### config.mk
export PLATFORM = sky130hd
export DESIGN_NAME = fdc_front
export DESIGN_NICKNAME = d
export VERILOG_FILES = /design/src/rtl/fdc_pkg.sv /design/src/rtl/fdc_ctrl_reg.sv /design/src/rtl/fdc_cmd_collect.sv /design/src/rtl/fdc_exec.sv /design/src/rtl/fdc_result_q.sv /design/src/rtl/fdc_front.sv
export SDC_FILE = /design/constraint.sdc
export NUM_CORES = 1
export LEC_CHECK = 0
export ABC_AREA = 1
export BUFFER_PORTS_ARGS = -buffer_cell sky130_fd_sc_hd__buf_2
export CORE_MARGIN = 2
export CORE_UTILIZATION = 61
export CTS_CLUSTER_SIZE = 16
export DETAILED_ROUTE_END_ITERATION = 10
export GPL_TIMING_DRIVEN = 0
export PLACE_DENSITY = 0.83
export SETUP_SLACK_MARGIN = 0.02
export SLEW_MARGIN = 0
export SYNTH_ARGS = -nofsm -noshare
export SYNTH_HDL_FRONTEND = slang
export SYNTH_SLANG_ARGS = --single-unit
### constraint.sdc
create_clock -name clk -period 4.5 [get_ports clk]
set_clock_uncertainty 0.15 [all_clocks]
set_input_delay 0.675 -clock clk [delete_from_list [all_inputs] [get_ports clk]]
set_output_delay 0.675 -clock clk [all_outputs]
set_load 0.02 [all_outputs]
### src/rtl/fdc_pkg.sv
package fdc_pkg;

  localparam int NUM_DRIVES = 4;
  localparam int DSEL_W     = $clog2(NUM_DRIVES);
  localparam int BYTE_W     = 8;
  localparam int MAX_CMD    = 3;
  localparam int CNT_W      = $clog2(MAX_CMD + 1);

  localparam logic [1:0] ADDR_CTRL = 2'd0;
  localparam logic [1:0] ADDR_STAT = 2'd1;
  localparam logic [1:0] ADDR_DATA = 2'd2;

  localparam logic [4:0] OP_SPECIFY = 5'h03;
  localparam logic [4:0] OP_RECAL   = 5'h07;
  localparam logic [4:0] OP_SENSE   = 5'h08;
  localparam logic [4:0] OP_SEEK    = 5'h0F;

  localparam logic [BYTE_W-1:0] ST0_NOT_READY = 8'hC0;
  localparam logic [BYTE_W-1:0] RES_INVALID   = 8'h80;
  localparam logic [BYTE_W-1:0] READ_IDLE     = 8'h80;
  localparam logic [BYTE_W-1:0] READ_NONE     = 8'hFF;

  localparam int MSR_READY = 7;
  localparam int MSR_TOCPU = 6;
  localparam int MSR_BUSY  = 4;

  // total byte count of a command, decided by its first byte
  function automatic logic [CNT_W-1:0] cmd_len(input logic [4:0] op);
    case (op)
      OP_SPECIFY: cmd_len = CNT_W'(3);
      OP_RECAL:   cmd_len = CNT_W'(2);
      OP_SEEK:    cmd_len = CNT_W'(3);
      default:    cmd_len = CNT_W'(1);
    endcase
  endfunction

endpackage

### src/rtl/fdc_ctrl_reg.sv
module fdc_ctrl_reg
  import fdc_pkg::*;
(
  input  logic                  clk,
  input  logic                  rst_n,
  input  logic                  wr_en,
  input  logic [BYTE_W-1:0]     wdata,
  output logic [NUM_DRIVES-1:0] motor_en,
  output logic                  dma_en,
  output logic [DSEL_W-1:0]     drive_sel,
  output logic                  hold,
  output logic                  soft_rst
);

  logic [BYTE_W-1:0] ctrl_q, ctrl_d;
  logic              soft_q, soft_d;

  always_comb begin
    ctrl_d = ctrl_q;
    soft_d = 1'b0;
    if (wr_en) begin
      ctrl_d = wdata;
      soft_d = wdata[2] & ~ctrl_q[2];
    end
  end

  always_ff @(posedge clk or negedge rst_n) begin
    if (!rst_n) begin
      ctrl_q <= '0;
      soft_q <= 1'b0;
    end else begin
      ctrl_q <= ctrl_d;
      soft_q <= soft_d;
    end
  end

  assign motor_en  = ctrl_q[4 +: NUM_DRIVES];
  assign dma_en    = ctrl_q[3];
  assign drive_sel = ctrl_q[DSEL_W-1:0];
  assign hold      = ~ctrl_q[2];
  assign soft_rst  = soft_q;

endmodule

### src/rtl/fdc_cmd_collect.sv
module fdc_cmd_collect
  import fdc_pkg::*;
(
  input  logic                            clk,
  input  logic                            rst_n,
  input  logic                            flush,
  input  logic                            wr_en,
  input  logic [BYTE_W-1:0]               wdata,
  output logic                            fire,
  output logic [MAX_CMD-1:0][BYTE_W-1:0]  cmd_bytes
);

  logic [CNT_W-1:0] cnt_q, cnt_d;
  logic [CNT_W-1:0] need;
  logic             fire_q, fire_d;

  always_comb begin
    need   = (cnt_q == '0) ? cmd_len(wdata[4:0]) : cmd_len(cmd_bytes[0][4:0]);
    cnt_d  = cnt_q;
    fire_d = 1'b0;
    if (flush) begin
      cnt_d = '0;
    end else if (wr_en) begin
      if (cnt_q + CNT_W'(1) == need) begin
        cnt_d  = '0;
        fire_d = 1'b1;
      end else begin
        cnt_d = cnt_q + CNT_W'(1);
      end
    end
  end

  always_ff @(posedge clk or negedge rst_n) begin
    if (!rst_n) begin
      cnt_q  <= '0;
      fire_q <= 1'b0;
    end else begin
      cnt_q  <= cnt_d;
      fire_q <= fire_d;
    end
  end

  for (genvar gi = 0; gi < MAX_CMD; gi++) begin : g_byte
    logic [BYTE_W-1:0] byte_q;
    logic              load;
    assign load = wr_en && !flush && (cnt_q == CNT_W'(gi));
    always_ff @(posedge clk or negedge rst_n) begin
      if (!rst_n)    byte_q <= '0;
      else if (load) byte_q <= wdata;
    end
    assign cmd_bytes[gi] = byte_q;
  end

  assign fire = fire_q;

endmodule

### src/rtl/fdc_exec.sv
module fdc_exec
  import fdc_pkg::*;
#(
  parameter int TRACK_W = 8
) (
  input  logic                            clk,
  input  logic                            rst_n,
  input  logic                            hold,
  input  logic                            soft_rst,
  input  logic                            fire,
  input  logic [MAX_CMD-1:0][BYTE_W-1:0]  cmd_bytes,
  output logic                            irq,
  output logic [2*BYTE_W-1:0]             step_cfg,
  output logic                            res_load,
  output logic                            res_two,
  output logic [BYTE_W-1:0]               res_b0,
  output logic [BYTE_W-1:0]               res_b1
);

  logic [TRACK_W-1:0]    trk_q  [NUM_DRIVES];
  logic [TRACK_W-1:0]    trk_d  [NUM_DRIVES];
  logic [BYTE_W-1:0]     st0_q  [NUM_DRIVES];
  logic [BYTE_W-1:0]     st0_d  [NUM_DRIVES];
  logic [NUM_DRIVES-1:0] pend_q, pend_d;
  logic                  irq_q, irq_d;
  logic [2*BYTE_W-1:0]   spec_q, spec_d;

  logic                  hit;
  logic [DSEL_W-1:0]     hit_idx;
  logic [NUM_DRIVES-1:0] hit_mask;
  logic [DSEL_W-1:0]     tgt;
  logic [4:0]            op;

  assign op  = cmd_bytes[0][4:0];
  assign tgt = cmd_bytes[1][DSEL_W-1:0];

  wire unused_cmd_bits = ^{cmd_bytes[0][7:5], cmd_bytes[1][7:3]};

  // lowest-numbered pending drive wins
  always_comb begin
    hit     = 1'b0;
    hit_idx = '0;
    for (int i = NUM_DRIVES - 1; i >= 0; i--) begin
      if (pend_q[i]) begin
        hit     = 1'b1;
        hit_idx = DSEL_W'(i);
      end
    end
    hit_mask = NUM_DRIVES'(1) << hit_idx;
  end

  always_comb begin
    trk_d    = trk_q;
    st0_d    = st0_q;
    pend_d   = pend_q;
    irq_d    = irq_q;
    spec_d   = spec_q;
    res_load = 1'b0;
    res_two  = 1'b0;
    res_b0   = '0;
    res_b1   = '0;
    if (hold) begin
      irq_d = 1'b0;
    end else if (soft_rst) begin
      for (int i = 0; i < NUM_DRIVES; i++) begin
        pend_d[i] = 1'b1;
        st0_d[i]  = ST0_NOT_READY;
      end
      irq_d = 1'b1;
    end else if (fire) begin
      case (op)
        OP_SPECIFY: spec_d = {cmd_bytes[1], cmd_bytes[2]};
        OP_RECAL: begin
          trk_d[tgt]  = '0;
          st0_d[tgt]  = BYTE_W'(tgt);
          pend_d[tgt] = 1'b1;
          irq_d       = 1'b1;
        end
        OP_SEEK: begin
          trk_d[tgt]  = TRACK_W'(cmd_bytes[2]);
          st0_d[tgt]  = BYTE_W'(cmd_bytes[1][2:0]);
          pend_d[tgt] = 1'b1;
          irq_d       = 1'b1;
        end
        OP_SENSE: begin
          res_load = 1'b1;
          if (hit) begin
            res_two         = 1'b1;
            res_b0          = st0_q[hit_idx];
            res_b1          = BYTE_W'(trk_q[hit_idx]);
            pend_d[hit_idx] = 1'b0;
            irq_d           = |(pend_q & ~hit_mask);
          end else begin
            res_b0 = RES_INVALID;
            irq_d  = 1'b0;
          end
        end
        default: begin
          res_load = 1'b1;
          res_b0   = RES_INVALID;
        end
      endcase
    end
  end

  always_ff @(posedge clk or negedge rst_n) begin
    if (!rst_n) begin
      for (int i = 0; i < NUM_DRIVES; i++) begin
        trk_q[i] <= '0;
        st0_q[i] <= '0;
      end
      pend_q <= '0;
      irq_q  <= 1'b0;
      spec_q <= '0;
    end else begin
      trk_q  <= trk_d;
      st0_q  <= st0_d;
      pend_q <= pend_d;
      irq_q  <= irq_d;
      spec_q <= spec_d;
    end
  end

  assign irq      = irq_q;
  assign step_cfg = spec_q;

endmodule

### src/rtl/fdc_result_q.sv
module fdc_result_q
  import fdc_pkg::*;
(
  input  logic              clk,
  input  logic              rst_n,
  input  logic              flush,
  input  logic              load,
  input  logic              two,
  input  logic [BYTE_W-1:0] b0,
  input  logic [BYTE_W-1:0] b1,
  input  logic              pop,
  output logic              to_cpu,
  output logic [1:0]        count,
  output logic [BYTE_W-1:0] head
);

  logic [1:0]        cnt_q, cnt_d;
  logic [BYTE_W-1:0] e0_q, e0_d, e1_q, e1_d;

  always_comb begin
    cnt_d = cnt_q;
    e0_d  = e0_q;
    e1_d  = e1_q;
    if (flush) begin
      cnt_d = '0;
    end else if (load) begin
      e0_d  = b0;
      e1_d  = b1;
      cnt_d = two ? 2'd2 : 2'd1;
    end else if (pop) begin
      e0_d  = e1_q;
      cnt_d = cnt_q - 2'd1;
    end
  end

  always_ff @(posedge clk or negedge rst_n) begin
    if (!rst_n) begin
      cnt_q <= '0;
      e0_q  <= '0;
      e1_q  <= '0;
    end else begin
      cnt_q <= cnt_d;
      e0_q  <= e0_d;
      e1_q  <= e1_d;
    end
  end

  assign to_cpu = (cnt_q != 2'd0);
  assign count  = cnt_q;
  assign head   = e0_q;

endmodule

### src/rtl/fdc_front.sv
module fdc_front
  import fdc_pkg::*;
(
  input  logic                  clk,
  input  logic                  rst_n,
  input  logic                  bus_wr,
  input  logic                  bus_rd,
  input  logic [1:0]            bus_addr,
  input  logic [BYTE_W-1:0]     bus_wdata,
  output logic [BYTE_W-1:0]     bus_rdata,
  output logic                  irq,
  output logic [NUM_DRIVES-1:0] motor_en,
  output logic                  dma_en,
  output logic [DSEL_W-1:0]     drive_sel,
  output logic [2*BYTE_W-1:0]   step_cfg
);

  logic                           hold, soft_rst;
  logic                           ctrl_wr, data_wr, data_pop;
  logic                           cmd_fire;
  logic [MAX_CMD-1:0][BYTE_W-1:0] cmd_bytes;
  logic                           res_load, res_two;
  logic [BYTE_W-1:0]              res_b0, res_b1, rq_head;
  logic                           dio;
  logic [1:0]                     rq_cnt;
  logic [BYTE_W-1:0]              msr;
  logic                           flush;

  assign ctrl_wr  = bus_wr && (bus_addr == ADDR_CTRL);
  assign data_wr  = bus_wr && (bus_addr == ADDR_DATA) && !hold && !dio;
  assign data_pop = bus_rd && (bus_addr == ADDR_DATA) && dio;
  assign flush    = hold | soft_rst;

  fdc_ctrl_reg u_ctrl (
    .clk      (clk),
    .rst_n    (rst_n),
    .wr_en    (ctrl_wr),
    .wdata    (bus_wdata),
    .motor_en (motor_en),
    .dma_en   (dma_en),
    .drive_sel(drive_sel),
    .hold     (hold),
    .soft_rst (soft_rst)
  );

  fdc_cmd_collect u_collect (
    .clk      (clk),
    .rst_n    (rst_n),
    .flush    (flush),
    .wr_en    (data_wr),
    .wdata    (bus_wdata),
    .fire     (cmd_fire),
    .cmd_bytes(cmd_bytes)
  );

  fdc_exec #(.TRACK_W(BYTE_W)) u_exec (
    .clk      (clk),
    .rst_n    (rst_n),
    .hold     (hold),
    .soft_rst (soft_rst),
    .fire     (cmd_fire),
    .cmd_bytes(cmd_bytes),
    .irq      (irq),
    .step_cfg (step_cfg),
    .res_load (res_load),
    .res_two  (res_two),
    .res_b0   (res_b0),
    .res_b1   (res_b1)
  );

  fdc_result_q u_results (
    .clk   (clk),
    .rst_n (rst_n),
    .flush (flush),
    .load  (res_load),
    .two   (res_two),
    .b0    (res_b0),
    .b1    (res_b1),
    .pop   (data_pop),
    .to_cpu(dio),
    .count (rq_cnt),
    .head  (rq_head)
  );

  always_comb begin
    msr            = '0;
    msr[MSR_READY] = 1'b1;
    msr[MSR_TOCPU] = dio;
    msr[MSR_BUSY]  = dio;
  end

  always_comb begin
    case (bus_addr)
      ADDR_STAT: bus_rdata = msr;
      ADDR_DATA: bus_rdata = dio ? rq_head : READ_IDLE;
      default:   bus_rdata = READ_NONE;
    endcase
  end

endmodule

==> results of run 1 <==
[cell usage after synthesis]
master    number
o22ai_1        2
nand2_4        3
nand3_2        2
nand3_4        1
mux2_2         6
nand2_1      242
nor2_8         1
o21ai_1        6
nand3_1       33
clkbuf_1       3
a21oi_1       13
nor3_2         1
nor2_4         4
nand3b_1       2
buf_2          5
nor3_4         1
ha_1           7
nand4_1        2
o21a_1         1
nor3_1         2
clkinv_2       1
nand2_2        3
buf_6          4
o211ai_1       3
nor3b_1        1
inv_1         82
dfrtp_1      119
buf_4          9
inv_2          5
nor2_2         4
nor2_1        40
o21ai_0       78
[kinds of logic (layout without fill, tap and decap cells)]
family / Yosys count / in the layout / share of synthesized area
and+or+nand+nor: 342 / 342 / 0.263
DFF: 119 / 119 / 0.530
buffers and inverters: 109 / 187 / 0.0855
AOI/OAI and AO/OA: 103 / 103 / 0.0940
adders and majority gates: 7 / 7 / 0.0156
muxes: 6 / 6 / 0.0120
[metrics by stage]
stage               hold slack [ns]  worst slack, ns  total power [mW]  instances
global placement              0.306             1.26              1.50        842
finish                       0.0704             1.82              2.88        875
floorplan                     0.229             2.19              1.42        686
detailed placement            0.310             1.87              1.52        843
global route                  0.135             1.67              2.99        875
CTS                           0.102             1.79              2.88        875
[flip-flops by register name, indices dropped and copies added, names as in the netlist]
register and count:
u_ctrl.ctrl_q 8, u_results.head 8, u_exec.trk_q 32, u_results.e1_q 8, u_collect.cnt_q 2, u_exec.step_cfg 16, u_collect.g_byte.byte_q 21, u_results.count 2
u_exec.pend_q 4, u_collect.fire 1, u_exec.irq 1, u_exec.st0_q 15, u_ctrl.soft_rst 1
[power breakdown]
part           internal, mW  switching, mW
combinational        0.0998          0.214
clock                 0.862          0.505
sequential             1.14         0.0556
[layout make-up]
class	count	area, µm²
well taps	111	139
flip-flops and latches	119	2980
multi-input cells	458	2160
clock buffers	18	428
repair buffers	46	255
inverters	88	332
plain buffers	21	149
clock inverters	14	175
fillers	655	2450
[layer usage]
| metal | part of all wire | up-vias | GRT usage |
|---|---|---|---|
| met4 | 0.018 | 0 | 0.0896 |
| met3 | 0.063 | 33 | 0.0620 |
| li1 | - | 2286 | - |
| met5 | 0 | - | 0 |
| met2 | 0.50 | 165 | 0.483 |
| met1 | 0.42 | 2253 | 0.362 |
[worst max path at each step]
stage                                    from                           end  slack, ns
2_1_floorplan                     bus_addr[0]                  bus_rdata[4]       2.19
5_1_grt        u_results.count[0]$_DFFE_PN0P_                  bus_rdata[3]       1.67
4_1_cts        u_results.count[0]$_DFFE_PN0P_                  bus_rdata[6]       1.79
6_report       u_results.count[0]$_DFFE_PN0P_                  bus_rdata[6]       1.82
3_3_place_gp                            rst_n  u_ctrl.ctrl_q[3]$_DFFE_PN0P_       1.26
3_5_place_dp                      bus_addr[0]                  bus_rdata[6]       1.87
[worst max-delay path: stages (launching register included)]
cell and delay, ns:
dfrtp_1 0.34, inv_1 0.05, ha_1 0.23, nor2_1 0.38
nand2_1 0.10, nand2_1 0.08, buf_2 0.15
==> flow_metrics.py, run 1 <==
metrics = {
    "clock_network": {
        "cts_resized": 0,
        "cts_setup_buffers": 0,
        "path_clk_slew_ns": 0.06,
        "root_buffer": "clkbuf_8",
        "htree_num_levels": 4,
        "clock_latency_ns": 0.52,
        "cts_tree": "built",
        "clockBufferDepth": 2,
        "cts_sinks": 119,
        "cts_hold_buf": 0,
        "cts_buffers": 17,
    },
    "synthesis": {
        "synth.cell_area_mm2": 0.00562,
        "synth_top_area_share": 0.530,
        "avgSynthCellArea_um2": 8.19,
        "synthCells": 686,
        "yosys_register_bits": 119,
        "ys_types": 32,
        "synth.yosys.seq_area_share": 0.530,
        "yosys.area.top_type": "dfrtp_1",
        "synth_area_leaders": "dfrtp_1 53%, nand2_1 16%, o21ai_0 7.0%",
        "yosysWarnings": 0,
        "synth_nets": 707,
    },
    "timing": {
        "finalMaxSlewViolations": 0,
        "finalCritPeriodShare": 0.595,
        "hold_viol_final": 0,
        "rsz0062_at_grt": "no",
        "setup_tns_ns": 0,
        "fin_crit_ns": 2.68,
        "slew_headroom": 0.509,
        "worst_pin_slew_ns": 0.736,
        "finalSetupViolCount": 0,
        "fmax_mhz": 373,
    },
    "grt": {
        "antenna_found_initial": 0,
        "grt_pass1_wl_mm": 22.1,
        "track_usage": 0.282,
        "grt_max_degree": 64,
        "grt-ovfl-total": 0,
        "grt_pass1_vias": 4733,
    },
    "detailed_routing": {
        "vias": 4737,
        "ant_nets": 0,
        "firstDrtPassIters": 5,
        "finalWirelength_mm": 13.0,
        "vias_per_cell": 5.41,
        "route.detailed.drc": 0,
        "drt-initial-drc-count": 385,
        "wl_per_cell_um": 14.9,
    },
    "floorplan": {
        "io_pins": 46,
        "initial_utilization": 0.620,
        "dieArea_mm2": 0.00999,
        "chipHeight_um": 100,
        "placementRows": 35,
        "coreArea_mm2": 0.00906,
        "dieWidth_um": 100,
    },
    "layout": {
        "fin_area_mm2": 0.00661,
        "area_delta_synth_final_pct": 17.8,
        "final_layout_size_suffix_gt1_frac": 0.168,
        "layout_common_cells": "242 x nand2_1, 119 x dfrtp_1, 82 x inv_1",
        "layout_commonest_cell": "nand2_1",
        "finish.net_count": 772,
        "antenna_cells": 0,
        "fin_util": 0.730,
    },
    "run_status": {
        "outcome": "completed",
    },
    "placement": {
        "post-dp-hpwl_mm": 8.97,
        "routabilityCongestion": 0.871,
        "placed_area_mm2": 0.00601,
        "io_buffers": 45,
    },
    "power_and_ir_drop": {
        "power_density_mw_per_mm2": 435,
        "vdd_ir_drop_max_mv": 0.326,
        "power_leakage_nw": 3.57,
    },
    "setup_path": {
        "r2r-start": "u_results.count[0]$_DFFE_PN0P_",
        "r2r-end": "u_collect.g_byte[2].byte_q[1]$_DFFE_PN0P_",
        "cp-start-kind": "flip-flop",
        "cp_max_fo": 8,
        "reg2reg_slack_ns": 2.48,
        "worstPathRequired_ns": 3.67,
        "ff2ff_path_depth": 7,
        "worstPathArrival_ns": 1.85,
        "worst-setup-path-type": "reg2out",
        "endpoint_kind": "output pin",
    },
    "min_path": {
        "hold_class": "in2async",
    },
    "flow_run": {
        "drv_cap": 0,
    },
}
Power figures use the tool's default switching activity.
==> run 2: changes to the inputs <==
--- a/config.mk
+++ b/config.mk
@@ -8,11 +8,11 @@
 export ABC_AREA = 1
 export BUFFER_PORTS_ARGS = -buffer_cell sky130_fd_sc_hd__buf_2
 export CORE_MARGIN = 2
-export CORE_UTILIZATION = 61
+export CORE_UTILIZATION = 60
 export CTS_CLUSTER_SIZE = 16
 export DETAILED_ROUTE_END_ITERATION = 10
 export GPL_TIMING_DRIVEN = 0
-export PLACE_DENSITY = 0.83
+export PLACE_DENSITY = 0.82
 export SETUP_SLACK_MARGIN = 0.02
 export SLEW_MARGIN = 0
 export SYNTH_ARGS = -nofsm -noshare
==> constraint.sdc (replaced) <==
create_clock -name clk -period 2.51 [get_ports clk]
set_clock_uncertainty 0.15 [all_clocks]
set_input_delay 0.3765 -clock clk [delete_from_list [all_inputs] [get_ports clk]]
set_output_delay 0.3765 -clock clk [all_outputs]
set_load 0.02 [all_outputs]
==> run 2 against run 1 <==
  * Power up 83%
  * Die area up 1.6%
  * Global-route usage decreased by 0.098 points
  * Sequential power is 79% higher
  * Critical endpoint unchanged
  * Setup slack worse by 1.6 ns
  * Wire length increased by 2.0%
  * Register-to-register slack worse by 2.0 ns
  * Clock power up 85%
  * Core utilization decreased by 0.069 points
==> flow_metrics.py, run 2 (synthesis gave the netlist of run 1 again) <==
metrics = {
    "setup_path": {
        "reg2reg_slack_ns": 0.47,
        "worstPathArrival_ns": 1.76,
        "cp_max_fo": 8,
        "endpoint_kind": "output pin",
        "cpPeakStageDelay_ns": 0.34,
        "critPathBufInv": 2,
        "worst_path_max_delay_cell": "dfrtp_1",
        "r2r-start": "u_results.count[0]$_DFFE_PN0P_",
        "cp-start-kind": "flip-flop",
        "worst-setup-path-type": "reg2out",
        "cp_common_cell": "nand2_1",
        "worstPathRequired_ns": 1.98,
        "r2r-end": "u_collect.g_byte[2].byte_q[7]$_DFFE_PN0P_",
        "ff2ff_path_depth": 7,
        "cp_top_family": "simple AND/OR/NAND/NOR gates",
        "cp_cell_sequence": "inv_1 -> ha_1 -> nor2_2 -> nand2_1 -> nand2_1 -> buf_2",
    },
    "detailed_routing": {
        "drt-initial-drc-count": 490,
        "ant_nets": 0,
        "vias_per_cell": 5.44,
        "wl_per_cell_um": 15.1,
        "firstDrtPassIters": 5,
        "vias": 4778,
        "route.detailed.drc": 0,
        "finalWirelength_mm": 13.3,
    },
    "layout": {
        "largest_reg_flops": 32,
        "antenna_cells": 0,
        "regMostFlops": "u_exec.trk_q",
        "finish.net_count": 775,
        "fin_area_mm2": 0.00667,
        "area_delta_synth_final_pct": 18.8,
        "final_layout_size_suffix_gt1_frac": 0.168,
        "fillers": 669,
        "layout_commonest_cell": "nand2_1",
        "layout_common_cells": "242 x nand2_1, 119 x dfrtp_1, 82 x inv_1",
    },
    "clock_network": {
        "path_clk_slew_ns": 0.06,
        "htree_num_levels": 4,
        "clock_latency_ns": 0.52,
        "cts_buffers": 17,
        "clockBufferDepth": 2,
        "cts_setup_buffers": 0,
        "cts_sinks": 119,
        "cts_tree": "built",
        "root_buffer": "clkbuf_8",
    },
    "floorplan": {
        "dieWidth_um": 101,
        "dieArea_mm2": 0.0102,
        "coreArea_mm2": 0.00915,
        "initial_utilization": 0.614,
        "chipHeight_um": 101,
        "placementRows": 35,
        "io_pins": 46,
    },
    "timing": {
        "fmax_mhz": 438,
        "rsz0062_at_grt": "no",
        "finalCritPeriodShare": 0.910,
        "hold_viol_final": 0,
        "whs_ns": 0.00500,
        "worst_pin_slew_ns": 0.644,
        "finalMaxSlewViolations": 0,
        "finalSetupViolCount": 0,
        "slew_headroom": 0.566,
        "fin_crit_ns": 2.29,
    },
    "power_and_ir_drop": {
        "power_density_mw_per_mm2": 788,
        "vdd_ir_drop_max_mv": 0.553,
        "power_leakage_nw": 3.58,
    },
    "placement": {
        "placed_area_mm2": 0.00601,
        "io_buffers": 45,
        "routabilityCongestion": 0.870,
        "post-dp-hpwl_mm": 9.05,
    },
    "grt": {
        "grt_pass1_vias": 4695,
        "grt_pass1_wl_mm": 22.1,
        "grt_max_degree": 97,
        "track_usage": 0.281,
        "grt-ovfl-total": 0,
        "antenna_found_initial": 0,
    },
    "min_path": {
        "whs_path_depth": 3,
        "holdCritStartpoint": "bus_wdata[5]",
        "hold_class": "in2reg",
        "hold-path-endpoint": "u_collect.g_byte[2].byte_q[5]$_DFFE_PN0P_",
    },
    "run_status": {
        "outcome": "completed",
    },
    "flow_run": {
        "drv_cap": 0,
    },
}
==> run 2: routing by layer <==
| metal | up-vias | global-route usage | routed length [µm] |
|---|---|---|---|
| li1 | 2283 | - | - |
| met1 | 2291 | 0.357 | 5650 |
| met2 | 175 | 0.476 | 6680 |
| met3 | 29 | 0.0659 | 712 |
| met4 | 0 | 0.0948 | 230 |
| met5 | - | 0 | 0 |
==> run 2: cell type report <==
| class | instances | area (µm²) | share of cell area |
|---|---|---|---|
| multi-input combinational | 458 | 2160 | 0.324 |
| sequential | 119 | 2980 | 0.446 |
| inverter | 88 | 332 | 0.0497 |
| clock buffer | 18 | 428 | 0.0641 |
| tap | 111 | 139 | 0.0208 |
| buffer | 21 | 149 | 0.0223 |
| clock inverter | 14 | 196 | 0.0294 |
| timing repair buffer | 49 | 289 | 0.0433 |
==> run 2: report_power, final <==
| part | internal (mW) | switching [mW] |
|---|---|---|
| combinational | 0.183 | 0.389 |
| clock | 1.64 | 0.890 |
| sequential | 2.05 | 0.102 |
| total | 3.88 | 1.38 |
==> run 2: how the worst max path moves through the flow <==
stage	from	end	slack (ns)	depth (start not counted)
3_5_place_dp	bus_addr[0]	u_results.head[0]$_DFFE_PN0P_	0.35	11
4_1_cts	u_results.count[0]$_DFFE_PN0P_	bus_rdata[6]	0.08	6
2_1_floorplan	bus_addr[0]	u_results.head[2]$_DFFE_PN0P_	0.77	10
3_3_place_gp	rst_n	u_ctrl.ctrl_q[3]$_DFFE_PN0P_	-0.44	1
5_1_grt	u_results.count[0]$_DFFE_PN0P_	bus_rdata[6]	0.05	6
6_report	u_results.count[0]$_DFFE_PN0P_	bus_rdata[6]	0.22	6
==> run 2: per-stage QoR <==
step / utilization / TNS, ns / total power, mW / cells / setup slack, ns
2_1_floorplan: - / 0 / 2.54 / 686 / 0.769
3_3_place_gp: 0.653 / -51.81 / 2.69 / 842 / -0.443
3_5_place_dp: 0.657 / 0 / 2.73 / 843 / 0.348
4_1_cts: 0.729 / 0 / 5.27 / 878 / 0.0827
5_1_grt: 0.729 / 0 / 5.44 / 878 / 0.0542
6_report: 0.729 / 0 / 5.26 / 878 / 0.225
==> run 2: what timing repair did <==
item / CTS / global route
hold buffers: 3 / 0
endpoints found under the setup margin: 0 / 7
endpoints found under the hold margin: 122 / 0
gates resized for setup: 0 / 1
==> run 2: worst reg2reg max path, stage by stage, from the launching register on <==
cell and delay, ns:
dfrtp_1 0.37, inv_1 0.07, ha_1 0.24, nand4_1 0.22
nor2_2 0.22, nand2_1 0.23, buf_2 0.25, o21ai_0 0.20
